[src/rtl/xlt_pkg.sv]
package xlt_pkg;
  typedef enum logic {
    ST_IDLE = 1'b0,
    ST_WALK = 1'b1
  } xlt_state_e;

  function automatic int unsigned clog2_min1(input int unsigned n);
    return (n <= 2) ? 1 : $clog2(n);
  endfunction
endpackage

[src/rtl/xlt_cfg.sv]
module xlt_cfg #(
  parameter int unsigned AW    = 32,
  parameter int unsigned VPN_W = 20
) (
  input  logic             clk_i,
  input  logic             rst_ni,
  input  logic             we_i,
  input  logic             sel_i,
  input  logic [AW-1:0]    wdata_i,
  output logic [AW-1:0]    base_o,
  output logic [VPN_W:0]   len_o,
  output logic             flush_o
);
  logic [AW-1:0]  base_q;
  logic [VPN_W:0] len_q;

  always_ff @(posedge clk_i or negedge rst_ni) begin
    if (!rst_ni) begin
      base_q <= '0;
      len_q  <= '0;
    end else if (we_i) begin
      if (!sel_i) base_q <= wdata_i;
      else        len_q  <= wdata_i[VPN_W:0];
    end
  end

  assign base_o  = base_q;
  assign len_o   = len_q;
  assign flush_o = we_i && !sel_i;
endmodule

[src/rtl/xlt_tlb.sv]
module xlt_tlb
  import xlt_pkg::*;
#(
  parameter int unsigned VPN_W   = 20,
  parameter int unsigned PFN_W   = 20,
  parameter int unsigned ENTRIES = 8
) (
  input  logic             clk_i,
  input  logic             rst_ni,
  input  logic             flush_i,
  input  logic [VPN_W-1:0] lookup_vpn_i,
  output logic             hit_o,
  output logic [PFN_W-1:0] hit_pfn_o,
  input  logic             fill_i,
  input  logic [VPN_W-1:0] fill_vpn_i,
  input  logic [PFN_W-1:0] fill_pfn_i
);
  localparam int unsigned PTR_W = clog2_min1(ENTRIES);

  logic [VPN_W-1:0] vpn_q [ENTRIES];
  logic [PFN_W-1:0] pfn_q [ENTRIES];
  logic [ENTRIES-1:0] valid_q;
  logic [ENTRIES-1:0] hit_vec;
  logic [PTR_W-1:0]   ptr_q;

  for (genvar g = 0; g < ENTRIES; g++) begin : g_cmp
    assign hit_vec[g] = valid_q[g] && (vpn_q[g] == lookup_vpn_i);

    always_ff @(posedge clk_i or negedge rst_ni) begin
      if (!rst_ni) begin
        vpn_q[g] <= '0;
        pfn_q[g] <= '0;
      end else if (fill_i && !flush_i && (ptr_q == PTR_W'(g))) begin
        vpn_q[g] <= fill_vpn_i;
        pfn_q[g] <= fill_pfn_i;
      end
    end
  end

  always_comb begin
    hit_pfn_o = '0;
    for (int i = 0; i < ENTRIES; i++)
      if (hit_vec[i]) hit_pfn_o = hit_pfn_o | pfn_q[i];
  end
  assign hit_o = |hit_vec;

  // flush wins over a fill in the same cycle
  always_ff @(posedge clk_i or negedge rst_ni) begin
    if (!rst_ni) begin
      valid_q <= '0;
      ptr_q   <= '0;
    end else if (flush_i) begin
      valid_q <= '0;
    end else if (fill_i) begin
      valid_q[ptr_q] <= 1'b1;
      ptr_q <= (ptr_q == PTR_W'(ENTRIES-1)) ? '0 : ptr_q + 1'b1;
    end
  end

  AST_HIT_ONEHOT: assert property (@(posedge clk_i) disable iff (!rst_ni)
    $onehot0(hit_vec));
  AST_FLUSH_CLEARS: assert property (@(posedge clk_i) disable iff (!rst_ni)
    flush_i |=> !hit_o);
endmodule

[src/rtl/xlt_ctrl.sv]
module xlt_ctrl
  import xlt_pkg::*;
#(
  parameter int unsigned AW = 32,
  parameter int unsigned PW = 12
) (
  input  logic            clk_i,
  input  logic            rst_ni,
  input  logic            req_valid_i,
  output logic            req_ready_o,
  input  logic [AW-1:0]   req_vaddr_i,
  input  logic            in_range_i,
  input  logic            tlb_hit_i,
  input  logic [AW-PW-1:0] tlb_pfn_i,
  input  logic [AW-1:0]   pte_addr_i,
  output logic            rsp_valid_o,
  output logic [AW-1:0]   rsp_paddr_o,
  output logic            rsp_fault_o,
  output logic            mem_req_o,
  output logic [AW-1:0]   mem_addr_o,
  input  logic            mem_rsp_valid_i,
  input  logic [AW-PW-1:0] pte_pfn_i,
  input  logic            pte_valid_i,
  output logic            fill_o,
  output logic [AW-PW-1:0] fill_vpn_o
);
  localparam int unsigned VPN_W = AW - PW;

  xlt_state_e       state_q;
  logic [VPN_W-1:0] vpn_q;
  logic [PW-1:0]    off_q;
  logic             accept;

  assign req_ready_o = (state_q == ST_IDLE);
  assign accept      = req_valid_i && req_ready_o;
  assign fill_o      = (state_q == ST_WALK) && mem_rsp_valid_i && pte_valid_i;
  assign fill_vpn_o  = vpn_q;

  always_ff @(posedge clk_i or negedge rst_ni) begin
    if (!rst_ni) begin
      state_q     <= ST_IDLE;
      vpn_q       <= '0;
      off_q       <= '0;
      rsp_valid_o <= 1'b0;
      rsp_paddr_o <= '0;
      rsp_fault_o <= 1'b0;
      mem_req_o   <= 1'b0;
      mem_addr_o  <= '0;
    end else begin
      rsp_valid_o <= 1'b0;
      unique case (state_q)
        ST_IDLE: if (accept) begin
          vpn_q <= req_vaddr_i[AW-1:PW];
          off_q <= req_vaddr_i[PW-1:0];
          if (!in_range_i) begin
            rsp_valid_o <= 1'b1;
            rsp_fault_o <= 1'b1;
            rsp_paddr_o <= '0;
          end else if (tlb_hit_i) begin
            rsp_valid_o <= 1'b1;
            rsp_fault_o <= 1'b0;
            rsp_paddr_o <= {tlb_pfn_i, req_vaddr_i[PW-1:0]};
          end else begin
            state_q    <= ST_WALK;
            mem_req_o  <= 1'b1;
            mem_addr_o <= pte_addr_i;
          end
        end
        ST_WALK: if (mem_rsp_valid_i) begin
          state_q     <= ST_IDLE;
          mem_req_o   <= 1'b0;
          rsp_valid_o <= 1'b1;
          rsp_fault_o <= !pte_valid_i;
          rsp_paddr_o <= pte_valid_i ? {pte_pfn_i, off_q} : '0;
        end
        default: state_q <= ST_IDLE;
      endcase
    end
  end

  AST_BUSY_NOT_READY: assert property (@(posedge clk_i) disable iff (!rst_ni)
    mem_req_o |-> !req_ready_o);
  AST_RSP_PULSE: assert property (@(posedge clk_i) disable iff (!rst_ni)
    rsp_valid_o |=> !rsp_valid_o);
  AST_ADDR_HOLD: assert property (@(posedge clk_i) disable iff (!rst_ni)
    (mem_req_o && !mem_rsp_valid_i) |=> (mem_req_o && $stable(mem_addr_o)));
  AST_RANGE_NO_READ: assert property (@(posedge clk_i) disable iff (!rst_ni)
    (accept && !in_range_i) |=> (!mem_req_o && rsp_valid_o && rsp_fault_o));
  AST_HIT_NO_READ: assert property (@(posedge clk_i) disable iff (!rst_ni)
    (accept && in_range_i && tlb_hit_i) |=> (!mem_req_o && rsp_valid_o && !rsp_fault_o));
  AST_MISS_RESP: assert property (@(posedge clk_i) disable iff (!rst_ni)
    (mem_req_o && mem_rsp_valid_i) |=> (rsp_valid_o && !mem_req_o));
endmodule

[src/rtl/paged_xlate.sv]
module paged_xlate #(
  parameter int unsigned AW      = 32,
  parameter int unsigned PW      = 12,
  parameter int unsigned ENTRIES = 8
) (
  input  logic          clk_i,
  input  logic          rst_ni,
  input  logic          cfg_we_i,
  input  logic          cfg_sel_i,
  input  logic [AW-1:0] cfg_wdata_i,
  input  logic          req_valid_i,
  output logic          req_ready_o,
  input  logic [AW-1:0] req_vaddr_i,
  output logic          rsp_valid_o,
  output logic [AW-1:0] rsp_paddr_o,
  output logic          rsp_fault_o,
  output logic          mem_req_o,
  output logic [AW-1:0] mem_addr_o,
  input  logic          mem_rsp_valid_i,
  input  logic [AW-1:0] mem_rsp_data_i
);
  localparam int unsigned VPN_W = AW - PW;
  localparam int unsigned PAD_W = AW - VPN_W - 2;

  logic [AW-1:0]    base;
  logic [VPN_W:0]   len;
  logic             flush;
  logic [VPN_W-1:0] vpn;
  logic             in_range;
  logic [AW-1:0]    pte_addr;
  logic             tlb_hit;
  logic [VPN_W-1:0] tlb_pfn;
  logic             fill;
  logic [VPN_W-1:0] fill_vpn;
  logic             unused_bits;

  assign vpn         = req_vaddr_i[AW-1:PW];
  assign in_range    = {1'b0, vpn} < len;
  assign pte_addr    = base + {{PAD_W{1'b0}}, vpn, 2'b00};
  assign unused_bits = ^{mem_rsp_data_i[PW-1:1], cfg_wdata_i[AW-1:VPN_W+1]};

  xlt_cfg #(.AW(AW), .VPN_W(VPN_W)) cfg_i (
    .clk_i   (clk_i),
    .rst_ni  (rst_ni),
    .we_i    (cfg_we_i),
    .sel_i   (cfg_sel_i),
    .wdata_i (cfg_wdata_i),
    .base_o  (base),
    .len_o   (len),
    .flush_o (flush)
  );

  xlt_tlb #(.VPN_W(VPN_W), .PFN_W(VPN_W), .ENTRIES(ENTRIES)) tlb_i (
    .clk_i        (clk_i),
    .rst_ni       (rst_ni),
    .flush_i      (flush),
    .lookup_vpn_i (vpn),
    .hit_o        (tlb_hit),
    .hit_pfn_o    (tlb_pfn),
    .fill_i       (fill),
    .fill_vpn_i   (fill_vpn),
    .fill_pfn_i   (mem_rsp_data_i[AW-1:PW])
  );

  xlt_ctrl #(.AW(AW), .PW(PW)) ctrl_i (
    .clk_i           (clk_i),
    .rst_ni          (rst_ni),
    .req_valid_i     (req_valid_i),
    .req_ready_o     (req_ready_o),
    .req_vaddr_i     (req_vaddr_i),
    .in_range_i      (in_range),
    .tlb_hit_i       (tlb_hit),
    .tlb_pfn_i       (tlb_pfn),
    .pte_addr_i      (pte_addr),
    .rsp_valid_o     (rsp_valid_o),
    .rsp_paddr_o     (rsp_paddr_o),
    .rsp_fault_o     (rsp_fault_o),
    .mem_req_o       (mem_req_o),
    .mem_addr_o      (mem_addr_o),
    .mem_rsp_valid_i (mem_rsp_valid_i),
    .pte_pfn_i       (mem_rsp_data_i[AW-1:PW]),
    .pte_valid_i     (mem_rsp_data_i[0]),
    .fill_o          (fill),
    .fill_vpn_o      (fill_vpn)
  );

  AST_RESET_IDLE: assert property (@(posedge clk_i) disable iff (!rst_ni)
    $rose(rst_ni) |-> (req_ready_o && !mem_req_o));
endmodule

[config.mk]
export PLATFORM = sky130hd
export DESIGN_NAME = paged_xlate
export DESIGN_NICKNAME = d
export VERILOG_FILES = /design/src/rtl/xlt_pkg.sv /design/src/rtl/xlt_cfg.sv /design/src/rtl/xlt_tlb.sv /design/src/rtl/xlt_ctrl.sv /design/src/rtl/paged_xlate.sv
export SDC_FILE = /design/constraint.sdc
export NUM_CORES = 1
export LEC_CHECK = 0
export BUFFER_PORTS_ARGS = -buffer_cell sky130_fd_sc_hd__buf_2
export CAP_MARGIN = 20
export CORE_MARGIN = 2
export CORE_UTILIZATION = 60
export DETAILED_ROUTE_END_ITERATION = 16
export GPL_TIMING_DRIVEN = 0
export PLACE_DENSITY_LB_ADDON = 0.08
export SKIP_LAST_GASP = 1
export SLEW_MARGIN = 20
export SYNTH_ARGS = -nofsm -noshare
export SYNTH_HDL_FRONTEND = slang
export SYNTH_HIERARCHICAL = 1
export SYNTH_SLANG_ARGS = --single-unit
[constraint.sdc]
create_clock -name clk_i -period 3.6 [get_ports clk_i]
set_clock_uncertainty 0.2 [all_clocks]
set_input_delay 0.18 -clock clk_i [delete_from_list [all_inputs] [get_ports clk_i]]
set_output_delay 0.18 -clock clk_i [all_outputs]
set_load 0.1 [all_outputs]
# == After elaboration in Yosys (flattened, before gate mapping) ==
# Cells that the tools add are included.
# op_classes
n_addsub,2
n_mul,0
div,0
order_cmp,3
eq_ne,20
shifts,0
mux,39
bitwise,12
n_reduce_logical,35
# op_table
op,count
20-bit == test,8
20-bit 2-to-1 mux,8
32-bit 2-to-1 mux,5
20-bit bitwise OR,7
32-bit case mux with 2 select lines,1
32-bit by 22-bit adder with 32-bit output,1
1-bit logical AND,22
20-bit by 21-bit less-than comparator with 1-bit output,1
1-bit 2-to-1 mux,17
8-bit 2-to-1 mux,2
"3-bit == test, second input constant",4
"2-bit != test, second input constant",4
8-bit bitwise OR,1
1-bit case mux with 2 select lines,4
2-bit AND reduction,4
4-bit AND reduction,2
8-bit OR reduction,1
"3-bit by 2-bit == test with 1-bit output, second input constant",2
"3-bit by 4-bit less-than comparator with 1-bit output, second input constant",1
1-bit NOT,4
"3-bit by 1-bit adder with 3-bit output, second input constant",1
1-bit demux with 3-bit select,1
"3-bit by 1-bit == test with 1-bit output, second input constant",1
"3-bit by 1-bit >= comparator with 1-bit output, second input constant",1
other kinds (6),8
# word_totals
ff_bits,484
latch_bits,0
mem_bits_rw,0
rom_bits,0
in_bits,102
out_inout_bits,68
elab_cells,139
memories,0

# == Logic depth before layout (Yosys ltp) ==
# depth
word_depth,21
mapped_depth,13
mapped_depth_nobuf,10

# == By module ==
# Netlist, hierarchy kept.
# by_module_without_submodules
mod,instances,cells_each,area_per_inst_um2,seq_area_each_um2
xlt_tlb,1,1208,15793.9,8282.9
xlt_ctrl,1,330,4217.8,2502.4
xlt_cfg,1,114,2109.5,1326.3
paged_xlate,1,274,1930.6,0.0

# == Least setup slack after synthesis ==
# No wires, ideal clock.
# synth_timing
path_type,reg2reg
start,register cfg_i.len_q[1] (netlist: cfg_i/len_o[1])
end,register ctrl_i.mem_addr_o[10]
setup_time_ns,0.126
t_arrival_ns,2.486
required_ns,3.274
path_slack_ns,0.787
stages_incl_launch_ff,14
path_buffers,3
period_less_slack_ns,2.813
cell_sequence,dfrtp_1 > inv_1 > ha_1 > a21o_1 > a21o_1 > a211oi_1 > o221ai_1 > a21oi_1 > nor2b_1 > clkbuf_2 > and3b_1 > buf_6 > buf_6 > mux2_4
# synth_between
elab_chain_len,2
# synth_lines
item,line_no,rtl
"start, declared",xlt_cfg.sv:15,logic [VPN_W:0] len_q;
"start signal, assigned",xlt_cfg.sv:23,else len_q <= wdata_i[VPN_W:0];
20-bit by 21-bit less-than comparator with 1-bit output,paged_xlate.sv:38,"assign in_range = {1'b0, vpn} < len;"
net in_range,paged_xlate.sv:29,logic in_range;
4-bit AND reduction (no source line),n/a,
"end signal, assigned",xlt_ctrl.sv:66,mem_addr_o <= pte_addr_i;
"end, declared",xlt_ctrl.sv:20,"output logic [AW-1:0] mem_addr_o,"
# The timed path passes the listed nets, and every way through them passes these cells.
# A chain may end at the register's enable or synchronous reset.

# == Final worst setup path ==
# layout_timing
start,register tlb_i/vpn_q[19] (netlist bit)
end,register ctrl_i.rsp_paddr_o[10]
# layout_between
elab_chain_len,5
# layout_lines
item,line_no,rtl
"start, declared",xlt_tlb.sv:20,logic [VPN_W-1:0] vpn_q [ENTRIES];
"start signal, assigned by index",xlt_tlb.sv:34,vpn_q[g] <= fill_vpn_i;
20-bit == test,xlt_tlb.sv:27,assign hit_vec[g] = valid_q[g] && (vpn_q[g] == lookup_vpn_i);
1-bit logical AND,xlt_tlb.sv:27,
8-bit OR reduction,xlt_tlb.sv:45,assign hit_o = |hit_vec;
net tlb_hit,paged_xlate.sv:31,logic tlb_hit;
3-bit != test (no source line),n/a,
3-bit AND reduction (no source line),n/a,
"end signal, assigned",xlt_ctrl.sv:62,"rsp_paddr_o <= {tlb_pfn_i, req_vaddr_i[PW-1:0]};"
"end signal, assigned",xlt_ctrl.sv:74,"rsp_paddr_o <= pte_valid_i ? {pte_pfn_i, off_q} : '0;"
"end, declared",xlt_ctrl.sv:17,"output logic [AW-1:0] rsp_paddr_o,"
# The timed path passes the listed nets, and every way through them passes these cells.

==> flow_metrics.py <==
metrics = {
    "clocking": {
        "cts.clk_slew.worst_paths_ps": 60,
        "cts_buffers": 52,
        "cts-htree-levels": 2,
        "insertion_delay_ps": 600,
        "cts_root_buf": "clkbuf_16",
        "clockBufferDepth": 3,
        "cts_tree": "yes",
        "cts_sinks": 484,
    },
    "worst_setup_path": {
        "cp_cell_sequence": "xnor2_1 > nand4_1 > nor4_2 > buf_2 > a22oi_1 > nand3_1 > nor2b_1 > o21ai_4 > buf_6 > mux2_2",
        "cp_max_fo": 10,
        "crit_path_end_kind": "flip-flop",
        "rr_worst_depth": 10,
        "crit_slowest_cell": "nor4_2",
        "cp.arrival_ps": 3850,
        "timing.reg2reg.setup_slack_ps": 10,
        "slowest_delay_ps": 620,
        "reg2reg_to": "ctrl_i/rsp_paddr_o[10]",
        "crit_end": "ctrl_i/rsp_paddr_o[10]",
        "r2r_start": "tlb_i/vpn_q[19]",
        "worstSetupPathType": "reg2reg",
        "crit_start": "tlb_i/vpn_q[19]",
        "cp_data_required_time_ps": 3860,
        "start_kind": "flip-flop",
    },
    "run_status": {
        "status": "finished, final reports clean",
    },
    "hold_path": {
        "holdCritPathClass": "in2async",
    },
    "route": {
        "drt_first_pass_iters": 5,
        "wl_um": 65800,
        "wire_per_inst_um": 23.4,
        "drt_iter0_drc": 1271,
        "viasPerCell": 6.00,
        "final_antenna_net_count": 0,
        "num_vias": 16900,
        "drcViolationCount": 0,
    },
    "die": {
        "fp-row-count": 73,
        "start_util_pct": 60.7,
        "die_x_um": 204,
        "fp.dieH_um": 204,
        "io_pins": 170,
        "coreArea_mm2": 0.0396,
        "die_area_mm2": 0.0417,
    },
    "sta": {
        "fin_crit_sh_pct": 99.7,
        "worst_slew_pin_slew_ps": 921,
        "maxSlewViolCount": 0,
        "max_slew_margin_pct": 38.5,
        "clock.fmax_mhz": 279,
        "tns_ps": 0,
        "setup_viol": 0,
        "hold_viol": 0,
        "grt_setup_unrepaired": "no",
        "min_period_ps": 3590,
        "timing.final.ws_setup_ps": 12.0,
    },
    "global_route": {
        "grt_usage_pct": 32.4,
        "antenna_found_initial": 2,
        "grt_start_max_net_pins": 99,
        "overflow": 0,
        "grt_pass1_vias": 17500,
        "grt_pass1_wl_um": 102000,
    },
    "power_and_ir_drop": {
        "p_leak_nw": 13.7,
        "power_density_mw_per_mm2": 785,
        "peakVddDrop_uv": 636,
    },
    "final_layout": {
        "synthToLayoutAreaGrowth_pct": 19.0,
        "final_cell_mix": "dfrtp_1 (484), mux2_2 (380), buf_2 (202)",
        "drive_above_1_share_pct": 36.1,
        "nets": 2391,
        "final_common_cell": "dfrtp_1",
    },
    "synth": {
        "ys.flop_type": "dfrtp_1",
        "synth-edff-count": 0,
        "ys_seq_elements": 484,
        "synth_nets": 2074,
        "ys_async_sr_fraction_pct": 100,
        "ys_warn_count": 6,
        "synthCells": 1926,
        "postSynthAreaPerCell_um2": 12.5,
        "syn_area_mm2": 0.0241,
        "synth_cell_types": 67,
        "ys_seq_area_share_pct": 50.4,
    },
    "place": {
        "post-place-ws_ps": -407,
        "gp_congestion": 0.891,
        "numPortBuffers": 158,
        "place_hpwl_um": 44800,
    },
    "job": {
        "maxCapViolCount": 0,
    },
}
==> critical path, delay by kind of cell (launching register included) <==
| family | cells | cell delay [ps] |
|---|---|---|
| AND/OR/NAND/NOR | 4 | 1100 |
| buffers and inverters | 2 | 570 |
| AO/OA/AOI/OAI | 2 | 460 |
| flip-flops | 1 | 400 |
| XOR/XNOR | 1 | 390 |
| multiplexers | 1 | 340 |
==> Yosys cell counts (2+ instances only) <==
master,n,area (um^2)
a211oi_1,4,30.0
a21o_1,15,113
a21oi_1,34,170
a22o_1,33,289
a22oi_1,2,15.0
a31oi_1,30,188
and2_1,7,43.8
and3_1,33,206
and4_1,2,17.5
and4_4,19,214
buf_1,2,7.51
buf_2,45,225
buf_4,13,97.6
buf_6,30,338
clkbuf_1,32,120
clkbuf_2,2,10.0
dfrtp_1,484,12100
ha_1,45,563
inv_1,30,113
mux2_2,380,4280
mux2_4,57,856
nand2_1,123,462
nand2b_1,7,43.8
nand3_1,141,706
nand4_1,51,319
nand4b_1,3,26.3
nor2_1,28,105
nor2b_1,7,43.8
nor3_1,8,40.0
nor3b_1,2,15.0
nor4_1,12,75.1
nor4_2,3,37.5
nor4_4,2,42.5
o211ai_1,2,15.0
o21a_1,3,22.5
o21ai_0,14,70.1
o21bai_1,3,22.5
o22ai_1,2,12.5
or3_1,4,25.0
xnor2_1,136,1190
xnor2_2,7,114
xor2_1,44,385
==> metal layers <==
layer,part of all wire [%],GRT usage [%],vias to the layer above
met4,3.5,12.5,0
met5,0,0,-
met2,48,52.3,555
met3,5.6,4.51,127
met1,43,44.8,8679
li1,-,-,7519
==> what timing repair did <==
action                     4_1_cts  5_1_grt
cloned                           0        0
resized for setup                3       10
buffers inserted                 0        2
hold buffers                    98        0
setup endpoints to repair       60       57
hold endpoints to repair       599        0
pin swaps                        0        1
==> flip-flops by register name, indices dropped and copies added (netlist names), 8 cells and up <==
| name | flops |
|---|---|
| tlb_i/vpn_q | 160 |
| cfg_i/len_o | 21 |
| ctrl_i/off_q | 12 |
| tlb_i/valid_q | 8 |
| tlb_i/pfn_q | 160 |
| ctrl_i/rsp_paddr_o | 32 |
| cfg_i/base_o | 32 |
| ctrl_i/mem_addr_o | 32 |
| ctrl_i/fill_vpn_o | 20 |
==> kinds of logic after synthesis <==
kind of cell,synth area share (%)
compound gates,4.67
simple gates,10.4
buf+inv,3.79
mux,21.3
flops,50.4
xor+xnor,7.03
fa+ha+maj,2.42
==> worst min path at each step <==
stage | end | slack [ps] | cells after the start
2_1_floorplan | cfg_i/base_o[0] | -320 | 0
3_3_place_gp | ctrl_i/off_q[8] | 190 | 3
3_5_place_dp | ctrl_i/rsp_paddr_o[28] | -7 | 1
4_1_cts | ctrl_i/mem_addr_o[2] | 20 | 4
5_1_grt | ctrl_i/mem_addr_o[1] | 60 | 4
6_report | tlb_i/pfn_q[77] | 50 | 3
==> stage by stage <==
stage / hold WS (ps) / cell area [um^2] / utilization [%] / instances / power (mW)
after floorplan: -316 / 24100 / - / 1926 / 14.6
after global routing: 58.9 / 28600 / 72.2 / 2810 / 23.5
after global placement: 192 / 25500 / 64.3 / 2609 / 16.1
final: 51.5 / 28600 / 72.2 / 2811 / 22.5
after CTS: 23.5 / 28600 / 72.1 / 2807 / 22.5
after detailed placement: -6.90 / 25600 / 64.7 / 2614 / 16.4
==> final cells by class <==
class | instances | area [um^2]
sequential | 484 | 12100
multi-input combinational | 1288 | 11100
fill | 2802 | 11000
timing repair buffer | 263 | 1950
clock buffer | 76 | 1520
buffer | 124 | 801
tap | 525 | 657
clock inverter | 19 | 373
inverter | 30 | 113
antenna | 2 | 5.00
==> power breakdown <==
group          total, mW  internal, mW  switching [mW]
sequential          8.94          7.50            1.44
clock               5.90          3.71            2.19
combinational       7.64          3.01            4.63
(Power assumes the default switching activity.)
